### config.mk
export PLATFORM = sky130hd
export DESIGN_NAME = dram_refresh_sched
export DESIGN_NICKNAME = d
export VERILOG_FILES = /design/src/rtl/drs_pkg.sv /design/src/rtl/drs_tick_gen.sv /design/src/rtl/drs_backlog.sv /design/src/rtl/drs_strobe_seq.sv /design/src/rtl/dram_refresh_sched.sv
export SDC_FILE = /design/constraint.sdc
export NUM_CORES = 1
export LEC_CHECK = 0
export ABC_AREA = 1
export BUFFER_PORTS_ARGS = -buffer_cell sky130_fd_sc_hd__buf_2
export CORE_MARGIN = 2
export CORE_UTILIZATION = 45
export CTS_CLUSTER_SIZE = 20
export DETAILED_ROUTE_END_ITERATION = 6
export MAX_ROUTING_LAYER = met4
export PLACE_DENSITY = 0.65
export SLEW_MARGIN = 40
export SYNTH_ARGS = -nofsm -noshare
export SYNTH_HDL_FRONTEND = slang
export SYNTH_SLANG_ARGS = --single-unit
### constraint.sdc
create_clock -name clk -period 5.2 [get_ports clk]
set_input_delay 0.26 -clock clk [delete_from_list [all_inputs] [get_ports clk]]
set_output_delay 0.26 -clock clk [all_outputs]
set_load 0.02 [all_outputs]
### src/rtl/drs_pkg.sv
package drs_pkg;
    typedef enum logic [1:0] {SQ_IDLE, SQ_SETUP, SQ_ACT, SQ_PRE} seq_st_e;
    typedef enum logic [1:0] {MN_PAUSE, MN_WARM, MN_RUN} main_st_e;
endpackage

### src/rtl/drs_tick_gen.sv
module drs_tick_gen #(
    parameter int PERIOD = 1560
) (
    input  logic clk,
    input  logic rst_n,
    input  logic run_i,
    output logic tick_o
);
    localparam int W = $clog2(PERIOD);

    typedef struct packed {
        logic [W-1:0] cnt;
    } tk_t;

    tk_t t_d, t_q;

    assign tick_o = run_i && (t_q.cnt == W'(PERIOD - 1));

    always_comb begin
        t_d = t_q;
        if (!run_i)      t_d.cnt = '0;
        else if (tick_o) t_d.cnt = '0;
        else             t_d.cnt = t_q.cnt + 1'b1;
    end

    always_ff @(posedge clk) begin
        if (!rst_n) t_q <= '0;
        else        t_q <= t_d;
    end

    // ticks never come back to back
    p_tick_spaced_r3: assert property (@(posedge clk) disable iff (!rst_n)
        tick_o |=> !tick_o);
endmodule

### src/rtl/drs_backlog.sv
module drs_backlog #(
    parameter int MAX = 7,
    parameter int URG = 4
) (
    input  logic clk,
    input  logic rst_n,
    input  logic tick_i,
    input  logic dec_i,
    output logic pending_o,
    output logic urgent_o,
    output logic ovf_o
);
    localparam int W = $clog2(MAX + 1);

    typedef struct packed {
        logic [W-1:0] cnt;
        logic         ovf;
    } bl_t;

    bl_t b_d, b_q;

    always_comb begin
        b_d = b_q;
        if (tick_i && !dec_i) begin
            if (b_q.cnt == W'(MAX)) b_d.ovf = 1'b1;
            else                    b_d.cnt = b_q.cnt + 1'b1;
        end else if (dec_i && !tick_i && b_q.cnt != '0) begin
            b_d.cnt = b_q.cnt - 1'b1;
        end
    end

    always_ff @(posedge clk) begin
        if (!rst_n) b_q <= '0;
        else        b_q <= b_d;
    end

    assign pending_o = (b_q.cnt != '0);
    assign urgent_o  = (b_q.cnt >= W'(URG));
    assign ovf_o     = b_q.ovf;

    // a lost tick is flagged and the flag holds
    p_ovf_on_full_r9: assert property (@(posedge clk) disable iff (!rst_n)
        (tick_i && !dec_i && b_q.cnt == W'(MAX)) |=> ovf_o);
    p_ovf_sticky_r9: assert property (@(posedge clk) disable iff (!rst_n)
        ovf_o |=> ovf_o);
endmodule

### src/rtl/drs_strobe_seq.sv
module drs_strobe_seq
    import drs_pkg::*;
#(
    parameter int T_CSR = 1,
    parameter int T_RAS = 4,
    parameter int T_RP  = 3,
    parameter int T_CHR = 1,
    parameter int ROWS  = 256
) (
    input  logic                      clk,
    input  logic                      rst_n,
    input  logic                      start_i,
    input  logic                      row_mode_i,
    output logic                      ras_n_o,
    output logic                      cas_n_o,
    output logic [$clog2(ROWS)-1:0]   row_o,
    output logic                      busy_o,
    output logic                      done_o
);
    localparam int TM1  = (T_CSR > T_RAS) ? T_CSR : T_RAS;
    localparam int TMAX = (TM1 > T_RP) ? TM1 : T_RP;
    localparam int CW   = $clog2(TMAX + 1);
    localparam int RW   = $clog2(ROWS);

    typedef struct packed {
        seq_st_e       st;
        logic [CW-1:0] cnt;
        logic          rowm;
        logic [RW-1:0] row;
    } sq_t;

    sq_t s_d, s_q;

    always_comb begin
        s_d    = s_q;
        done_o = 1'b0;
        unique case (s_q.st)
            SQ_IDLE: if (start_i) begin
                s_d.rowm = row_mode_i;
                s_d.cnt  = '0;
                s_d.st   = row_mode_i ? SQ_ACT : SQ_SETUP;
            end
            SQ_SETUP: if (s_q.cnt == CW'(T_CSR - 1)) begin
                s_d.st  = SQ_ACT;
                s_d.cnt = '0;
            end else s_d.cnt = s_q.cnt + 1'b1;
            SQ_ACT: if (s_q.cnt == CW'(T_RAS - 1)) begin
                s_d.st  = SQ_PRE;
                s_d.cnt = '0;
            end else s_d.cnt = s_q.cnt + 1'b1;
            SQ_PRE: if (s_q.cnt == CW'(T_RP - 1)) begin
                s_d.st  = SQ_IDLE;
                s_d.cnt = '0;
                done_o  = 1'b1;
                if (s_q.rowm)
                    s_d.row = (s_q.row == RW'(ROWS - 1)) ? '0 : s_q.row + 1'b1;
            end else s_d.cnt = s_q.cnt + 1'b1;
            default: s_d.st = SQ_IDLE;
        endcase
    end

    always_ff @(posedge clk) begin
        if (!rst_n) s_q <= '{st: SQ_IDLE, cnt: '0, rowm: 1'b0, row: '0};
        else        s_q <= s_d;
    end

    assign ras_n_o = (s_q.st != SQ_ACT);
    assign cas_n_o = !(!s_q.rowm && (s_q.st == SQ_SETUP ||
                       (s_q.st == SQ_ACT && s_q.cnt < CW'(T_CHR))));
    assign row_o   = s_q.row;
    assign busy_o  = (s_q.st != SQ_IDLE);

    // Run-length counters of the row strobe, used only by the checks below
    logic [CW-1:0] lo_run_q, hi_run_q;
    always_ff @(posedge clk) begin
        if (!rst_n) begin
            lo_run_q <= '0;
            hi_run_q <= CW'(T_RP);
        end else if (ras_n_o) begin
            lo_run_q <= '0;
            hi_run_q <= (hi_run_q >= CW'(T_RP)) ? hi_run_q : hi_run_q + 1'b1;
        end else begin
            hi_run_q <= '0;
            lo_run_q <= (lo_run_q >= CW'(TMAX)) ? lo_run_q : lo_run_q + 1'b1;
        end
    end

    p_ras_width_r4: assert property (@(posedge clk) disable iff (!rst_n)
        $rose(ras_n_o) |-> (lo_run_q == CW'(T_RAS)));
    p_precharge_r4: assert property (@(posedge clk) disable iff (!rst_n)
        $fell(ras_n_o) |-> (hi_run_q >= CW'(T_RP)));
    p_cas_first_r4: assert property (@(posedge clk) disable iff (!rst_n)
        ($fell(ras_n_o) && !cas_n_o) |-> $past(!cas_n_o));
    p_rowonly_cas_high_r5: assert property (@(posedge clk) disable iff (!rst_n)
        (!ras_n_o && s_q.rowm) |-> cas_n_o);
    p_row_hold_r5: assert property (@(posedge clk) disable iff (!rst_n)
        !(done_o && s_q.rowm) |=> $stable(row_o));
endmodule

### src/rtl/dram_refresh_sched.sv
module dram_refresh_sched
    import drs_pkg::*;
#(
    parameter int PAUSE_CLKS     = 20000,
    parameter int WARMUP_CYCLES  = 8,
    parameter int REFRESH_PERIOD = 1560,
    parameter int ROWS           = 256,
    parameter int T_CSR          = 1,
    parameter int T_RAS          = 4,
    parameter int T_RP           = 3,
    parameter int T_CHR          = 1,
    parameter int BACKLOG_MAX    = 7,
    parameter int URGENT_LEVEL   = 4
) (
    input  logic                    clk,
    input  logic                    rst_n,
    input  logic                    resume_i,
    input  logic                    row_mode_i,
    input  logic                    grant_i,
    output logic                    req_o,
    output logic                    urgent_o,
    output logic                    overflow_o,
    output logic                    busy_o,
    output logic                    ras_n_o,
    output logic                    cas_lo_n_o,
    output logic                    cas_hi_n_o,
    output logic [$clog2(ROWS)-1:0] row_addr_o
);
    localparam int PW = $clog2(PAUSE_CLKS + 1);
    localparam int WW = $clog2(WARMUP_CYCLES + 1);

    typedef struct packed {
        main_st_e      st;
        logic [PW-1:0] pcnt;
        logic [WW-1:0] wcnt;
        logic          pend;
    } mn_t;

    mn_t  m_d, m_q;
    logic seq_start, seq_busy, seq_done, tick, pending, run;

    assign run   = (m_q.st == MN_RUN);
    assign req_o = run && pending && !seq_busy && !m_q.pend;

    always_comb begin
        m_d       = m_q;
        seq_start = 1'b0;
        unique case (m_q.st)
            MN_PAUSE: if (m_q.pcnt == PW'(PAUSE_CLKS - 1)) begin
                m_d.st   = MN_WARM;
                m_d.wcnt = '0;
            end else m_d.pcnt = m_q.pcnt + 1'b1;
            MN_WARM: begin
                seq_start = !seq_busy;
                if (seq_done) begin
                    if (m_q.wcnt == WW'(WARMUP_CYCLES - 1)) m_d.st = MN_RUN;
                    else m_d.wcnt = m_q.wcnt + 1'b1;
                end
            end
            MN_RUN: begin
                seq_start = req_o && grant_i;
                if (resume_i) m_d.pend = 1'b1;
                if (m_q.pend && !seq_busy) begin
                    m_d.st   = MN_WARM;
                    m_d.wcnt = '0;
                    m_d.pend = 1'b0;
                end
            end
            default: m_d.st = MN_PAUSE;
        endcase
    end

    always_ff @(posedge clk) begin
        if (!rst_n) m_q <= '{st: MN_PAUSE, pcnt: '0, wcnt: '0, pend: 1'b0};
        else        m_q <= m_d;
    end

    drs_tick_gen #(.PERIOD(REFRESH_PERIOD)) u_tick (
        .clk(clk), .rst_n(rst_n), .run_i(run), .tick_o(tick)
    );

    drs_backlog #(.MAX(BACKLOG_MAX), .URG(URGENT_LEVEL)) u_backlog (
        .clk(clk), .rst_n(rst_n), .tick_i(tick), .dec_i(seq_done && run),
        .pending_o(pending), .urgent_o(urgent_o), .ovf_o(overflow_o)
    );

    drs_strobe_seq #(
        .T_CSR(T_CSR), .T_RAS(T_RAS), .T_RP(T_RP), .T_CHR(T_CHR), .ROWS(ROWS)
    ) u_seq (
        .clk(clk), .rst_n(rst_n), .start_i(seq_start), .row_mode_i(row_mode_i),
        .ras_n_o(ras_n_o), .cas_n_o(cas_lo_n_o), .row_o(row_addr_o),
        .busy_o(seq_busy), .done_o(seq_done)
    );

    assign cas_hi_n_o = 1'b1;
    assign busy_o     = !run || seq_busy || m_q.pend;

    p_pause_quiet_r1: assert property (@(posedge clk) disable iff (!rst_n)
        (m_q.st == MN_PAUSE) |-> (ras_n_o && cas_lo_n_o));
    p_busy_covers_r7: assert property (@(posedge clk) disable iff (!rst_n)
        (!ras_n_o || !cas_lo_n_o) |-> busy_o);
    p_req_free_r6: assert property (@(posedge clk) disable iff (!rst_n)
        req_o |-> !busy_o);
    p_grant_starts_r6: assert property (@(posedge clk) disable iff (!rst_n)
        (req_o && grant_i) |=> (!ras_n_o || !cas_lo_n_o));
    p_resume_busy_r10: assert property (@(posedge clk) disable iff (!rst_n)
        (resume_i && run) |=> busy_o);
endmodule

# After elaboration in Yosys (flattened, before gate mapping)
# Index checks and enable logic that the tools add are counted.
# Widths: inputs -> output; s select.
[word_totals] reg_bits=51 in_bits=5 out_inout_bits=15 elab_cells=113
[classes] add_sub_neg=7 order_cmp=2 n_eq_ne=23 muxes=27 bitwise=3 n_reduce_logical=40
[ops] operator="$pmux 5 s4" count=1
[ops] operator="$mux 3" count=6
[ops] operator="$mux 2" count=8
[ops] operator="$add 15x1->15 const B" count=1
[ops] operator="$eq 15x15->1 const B" count=1
[ops] operator="$ne 2x2->1 const B" count=7
[ops] operator="$logic_and 1x1->1" count=12
[ops] operator="$mux 4" count=3
[ops] operator="$pmux 4 s3" count=1
[ops] operator="$add 11x1->11 const B" count=1
[ops] operator="$eq 11x11->1 const B" count=1
[ops] operator="$reduce_and 2->1" count=5
[ops] operator="$add 8x1->8 const B" count=1
[ops] operator="$eq 8x8->1 const B" count=1
[ops] operator="$mux 8" count=1
[ops] operator="$ne 2x1->1 const B" count=4
[ops] operator="$reduce_and 4->1" count=2
[ops] operator="$logic_not 1->1" count=7
[ops] operator="$add 3x1->3 const B" count=2
[ops] operator="$eq 2x2->1 const B" count=3
[ops] operator="$eq 3x2->1 const B" count=2
[ops] operator="$mux 6" count=1
[ops] operator="$pmux 2 s3" count=1
[ops] operator="$reduce_bool 2->1" count=3
[ops] operator="other kinds (18)" count=27

# Longest topological paths before layout
[depth] ltp_word=8 depth_mapped=13 depth_no_buf=13

# Hierarchy
# From an unflattened synthesis, not the netlist that was laid out.
[hier_totals] hier_cells=477 area_unflattened_um2=3208.1
[by_module_without_submodules] module="dram_refresh_sched" n_inst=1 cells_each=238 area_per_inst_um2=1462.7 seq_area_each_um2=440.4
[by_module_without_submodules] module="drs_strobe_seq" n_inst=1 cells_each=130 area_per_inst_um2=964.7 seq_area_each_um2=280.3
[by_module_without_submodules] module="drs_tick_gen" n_inst=1 cells_each=74 area_per_inst_um2=555.5 seq_area_each_um2=220.2
[by_module_without_submodules] module="drs_backlog" n_inst=1 cells_each=35 area_per_inst_um2=225.2 seq_area_each_um2=80.1

# Worst setup path after synthesis
# No wires, ideal clock.
[synth_timing] path_type="register to register" startpoint="register u_tick.t_q[0] in the netlist's numbering" endpoint="register u_backlog.b_q[3] in the netlist's numbering" setup_ns=0.115 arrival_ns=1.689 required_time_ns=5.085 path_slack_ns=3.396 path_stages_with_launch=14 n_path_buf=0 period_less_slack_ns=1.804 path_cell_list="dfxtp_1 ha_1 inv_1 nor2_1 nand2_1 nor2_1 nand3_1 fa_1 inv_1 nand2_1 nand2_1 nand3_1 nand2_1 nor2_1"
[synth_between] elab_chain_cells=7 elab_cells_between_ends=10 cone_classes="eq/ne: 2; mux: 1; reduce/logical: 7"
[synth_lines] element="start, declared" line="drs_tick_gen.sv:15" source="tk_t t_d, t_q;"
[synth_lines] element="start signal, assigned" line="drs_tick_gen.sv:28" source="else t_q <= t_d;"
[synth_lines] element="$eq 11x11->1 (*)" line="drs_tick_gen.sv:17" source="assign tick_o = run_i && (t_q.cnt == W'(PERIOD - 1));"
[synth_lines] element="$logic_and 1x1->1 (*)" line="drs_tick_gen.sv:17"
[synth_lines] element="$logic_not 1->1" line="drs_backlog.sv:27" source="end else if (dec_i && !tick_i && b_q.cnt != '0) begin"
[synth_lines] element="$logic_and 1x1->1 (2 in a row)" line="drs_backlog.sv:27"
[synth_lines] element="$reduce_bool 2->1 (no source line)"
[synth_lines] element="$reduce_and 2->1 (no source line)"
[synth_lines] element="end signal, assigned" line="drs_backlog.sv:33" source="if (!rst_n) b_q <= '0;"
[synth_lines] element="end signal, assigned" line="drs_backlog.sv:34" source="else b_q <= b_d;"
[synth_lines] element="end, declared" line="drs_backlog.sv:20" source="bl_t b_d, b_q;"
# Mark *: on every way between the ends. The rest lies on a longest branch, timed or not.
# A chain may end at the register's enable or synchronous reset.

# Worst setup path after layout
# Ends and elaborated chain as after synthesis.

==> out/summary.json <==
{
  "cp.buffers_inverters": 2,
  "finalClockSkew_ns": 0.00761,
  "maximum_single_stage_delay_on_the_critical_path_ns": 0.41,
  "finalCritPeriodShare_pct": 37.9,
  "status": "finished, final reports clean",
  "reg2reg_from": "u_tick.t_q[0]$_SDFF_PP0_",
  "syn-mean-instance-area_um2": 6.84,
  "cts_root_buffer": "sky130_fd_sc_hd__clkbuf_8",
  "final_hold_viol_count": 0,
  "numCtsBuffers": 5,
  "max_slew_headroom_pct": 64.2,
  "grt.overflow.total": 0,
  "fp-row-count": 30,
  "floorplan.initialDensity_pct": 45.9,
  "grt_max_degree": 26,
  "antenna_found_initial": 0,
  "hold_endpoint": "u_seq.s_q[8]$_SDFFE_PN0P_",
  "port-buffer-count": 18,
  "setup.worst_path.end_class": "flip-flop",
  "grt_pass1_vias": 2348,
  "final_standard_cell_area_without_fillers_um2": 3220,
  "filler_cell_count": 687,
  "io_pins": 20,
  "drt_wl_total_um": 5840,
  "worst-r2r-cell-count": 13,
  "clock_sinks": 51,
  "dp_hpwl_um": 4340,
  "post-layout-total-power_uw": 878,
  "detailedRoute.firstPassIterationCount": 4,
  "dp.cells": 530,
  "syn_inst": 448,
  "first_pass_grt_wire_length_um": 10300,
  "rr_endpoint": "u_backlog.b_q[3]$_SDFFE_PN0P_",
  "hold_path.startpoint": "row_mode_i",
  "synth.distinct_cells": 38,
  "worst_ep_arrival_time_ns": 2.17,
  "die_y_um": 86.5,
  "total_leakage_power_nw": 1.32,
  "mapped_area_um2": 3070,
  "post_layout_nonfiller_instances": 538,
  "startpoint_type": "flip-flop",
  "cp_top_family": "simple AND/OR/NAND/NOR gates",
  "clk_path_buf_depth": 2,
  "cts_tree": "done",
  "report.final.slew_viol_count": 0,
  "drc": 0,
  "cts_setup_buffers": 0,
  "postSynthRegisterBits": 51,
  "design.core.area_um2": 6680,
  "synth_sequential_area_ratio_pct": 33.3,
  "ctsHtreeMaxLevel": 2,
  "vias_per_cell": 4.95,
  "postCtsResizedCells": 0,
  "nNetsFinal": 481,
  "via_count": 2662,
  "critical_path_required_ns": 5.41,
  "critPathMostFrequentCell": "sky130_fd_sc_hd__nand2_1",
  "crit_slowest_cell": "sky130_fd_sc_hd__dfxtp_1",
  "final_layout_size_suffix_gt1_share_pct": 10.5,
  "ff2ff_setup_slack_ns": 3.23,
  "path_class": "flip-flop to flip-flop",
  "timing.setup.tns_ns": 0,
  "dr.first_iter.drc_count": 109,
  "cts_hold_repair.buffers": 0,
  "ant_nets": 0,
  "hold-path-cell-count": 3,
  "chipWidth_um": 86.5,
  "clk_pin_slew_worst_paths_ns": 0.09,
  "crit_cells": 13,
  "worst_slew_pin_tran_ns": 0.536,
  "antenna-diode-count": 0,
  "area_growth_syn_to_layout_pct": 5.14,
  "rsz0062_at_grt": "no",
  "design.die.area_um2": 7490,
  "worstPathMaxFanout": 5,
  "final.min_clock_period_ns": 1.97,
  "power_density_nw_per_um2": 273,
  "placement.cell_area_um2": 3140,
  "holdCritPathClass": "primary input to flip-flop",
  "clock.fmax_mhz": 508,
  "wl_per_cell_um": 10.8,
  "timing.max_cap.violations": 0,
  "yosysWarningCount": 0,
  "synth_nets": 472,
  "clk_latency_ns": 0.30,
  "finalWeightedCongestion": 0.829,
  "power.ir.vdd_worst_uv": 188,
  "setup_violations": 0,
  "global_route.usage.total_pct": 17.1,
  "cp_cell_sequence": "ha_1, inv_1, nor2_1, nand2_1, nor2_1, nand3_1, fa_1, inv_1, nand2_1, nand2_1, nand3_1, nand2_1, nor2_1"
}
## synthesized netlist by cell type, drive strengths merged
cell / count / area, µm²
dfxtp: 51 / 1020
buf: 12 / 98.8
xnor2: 3 / 26.3
nand3: 34 / 190
conb: 1 / 3.75
o21bai: 1 / 7.51
fa: 1 / 20.0
a32oi: 1 / 8.76
ha: 18 / 225
a21oi: 38 / 194
inv: 61 / 229
nor4: 1 / 6.26
and2: 1 / 6.26
o21a: 2 / 15.0
nor3: 9 / 50.1
nand2: 106 / 429
nand4: 16 / 100
o21ai: 16 / 80.1
or2: 5 / 31.3
a31oi: 1 / 6.26
a31o: 1 / 8.76
nor3b: 3 / 22.5
xor2: 3 / 26.3
nor2: 59 / 244
clkbuf: 4 / 15.0
## placed cells by master (no fill, tap or decap), drive strengths merged
cell type,count
clkbuf,7
buf,18
or2,5
a31o,1
nand4,16
o21bai,1
dfxtp,51
a32oi,1
clkinv,1
a31oi,1
nand3,34
nor2,59
xor2,3
conb,1
nand2,106
xnor2,3
a21oi,38
o21a,2
fa,1
o21ai,16
inv,61
nor3,9
and2,1
ha,18
nor3b,3
nor4,1
## power breakdown
part	internal, mW	leakage, nW	total [mW]	switching (mW)
sequential	0.418	0.412	0.444	0.0256
combinational	0.0697	0.866	0.211	0.142
clock	0.0948	0.0422	0.223	0.128
## tightest hold or removal path: stages
cell	delay (ns)
sky130_fd_sc_hd__buf_2	0.11
sky130_fd_sc_hd__nand2_1	0.06
sky130_fd_sc_hd__a21oi_1	0.05
## registers in the layout, indices dropped and copies added (netlist names)
register / flops
m_q: 22
u_tick.t_q: 11
u_backlog.ovf_o: 1
u_seq.row_o: 8
u_backlog.b_q: 3
u_seq.s_q: 6
## metal layers
| layer | wire length (µm) | track usage (%) | up-vias |
|---|---|---|---|
| met1 | 2940 | 22.0 | 1173 |
| met2 | 2650 | 27.3 | 30 |
| met5 | 0 | - | - |
| li1 | - | - | 1452 |
| met3 | 183 | 3.81 | 7 |
| met4 | 62 | 4.55 | 0 |
## area by class of cell
type                            count  area [µm²]  area share, %
Inverter                           61         229           7.10
Sequential cell                    51        1020           31.7
Tap cell                           80         100           3.11
Multi-Input combinational cell    320        1700           52.8
Clock inverter                      1        5.00          0.155
Clock buffer                        7        76.3           2.37
Timing Repair Buffer               18        90.1           2.80
## logic make-up after synthesis
family / count (synthesis) / synth area share [%]
buffers and inverters: 77 / 11.2
other: 1 / 0.122
AOI/OAI and AO/OA: 60 / 10.4
xor gates and xnor gates: 6 / 1.71
adders and majority gates: 19 / 8.00
DFF: 51 / 33.3
and+or+nand+nor: 234 / 35.2
## per-stage QoR
stage          hold slack, ns  utilization, %  setup WS, ns
2_1_floorplan           0.398               -          3.40
3_3_place_gp            0.453            47.0          3.30
3_5_place_dp            0.460            47.0          3.24
4_1_cts                 0.213            48.2          3.23
5_1_grt                 0.248            48.2          3.00
6_report                0.225            48.2          3.23
## worst max path at each step
stage,from,to,slack [ns]
global placement,u_tick.t_q[0]$_SDFF_PP0_,u_backlog.b_q[3]$_SDFFE_PN0P_,3.30
finish,u_tick.t_q[0]$_SDFF_PP0_,u_backlog.b_q[3]$_SDFFE_PN0P_,3.23
floorplan,u_tick.t_q[0]$_SDFF_PP0_,u_backlog.b_q[3]$_SDFFE_PN0P_,3.40
CTS,u_tick.t_q[0]$_SDFF_PP0_,u_backlog.b_q[3]$_SDFFE_PN0P_,3.23
detailed placement,u_tick.t_q[0]$_SDFF_PP0_,u_backlog.b_q[3]$_SDFFE_PN0P_,3.24
global route,u_tick.t_q[0]$_SDFF_PP0_,u_backlog.b_q[3]$_SDFFE_PN0P_,3.00
(Power assumes the default switching activity.)
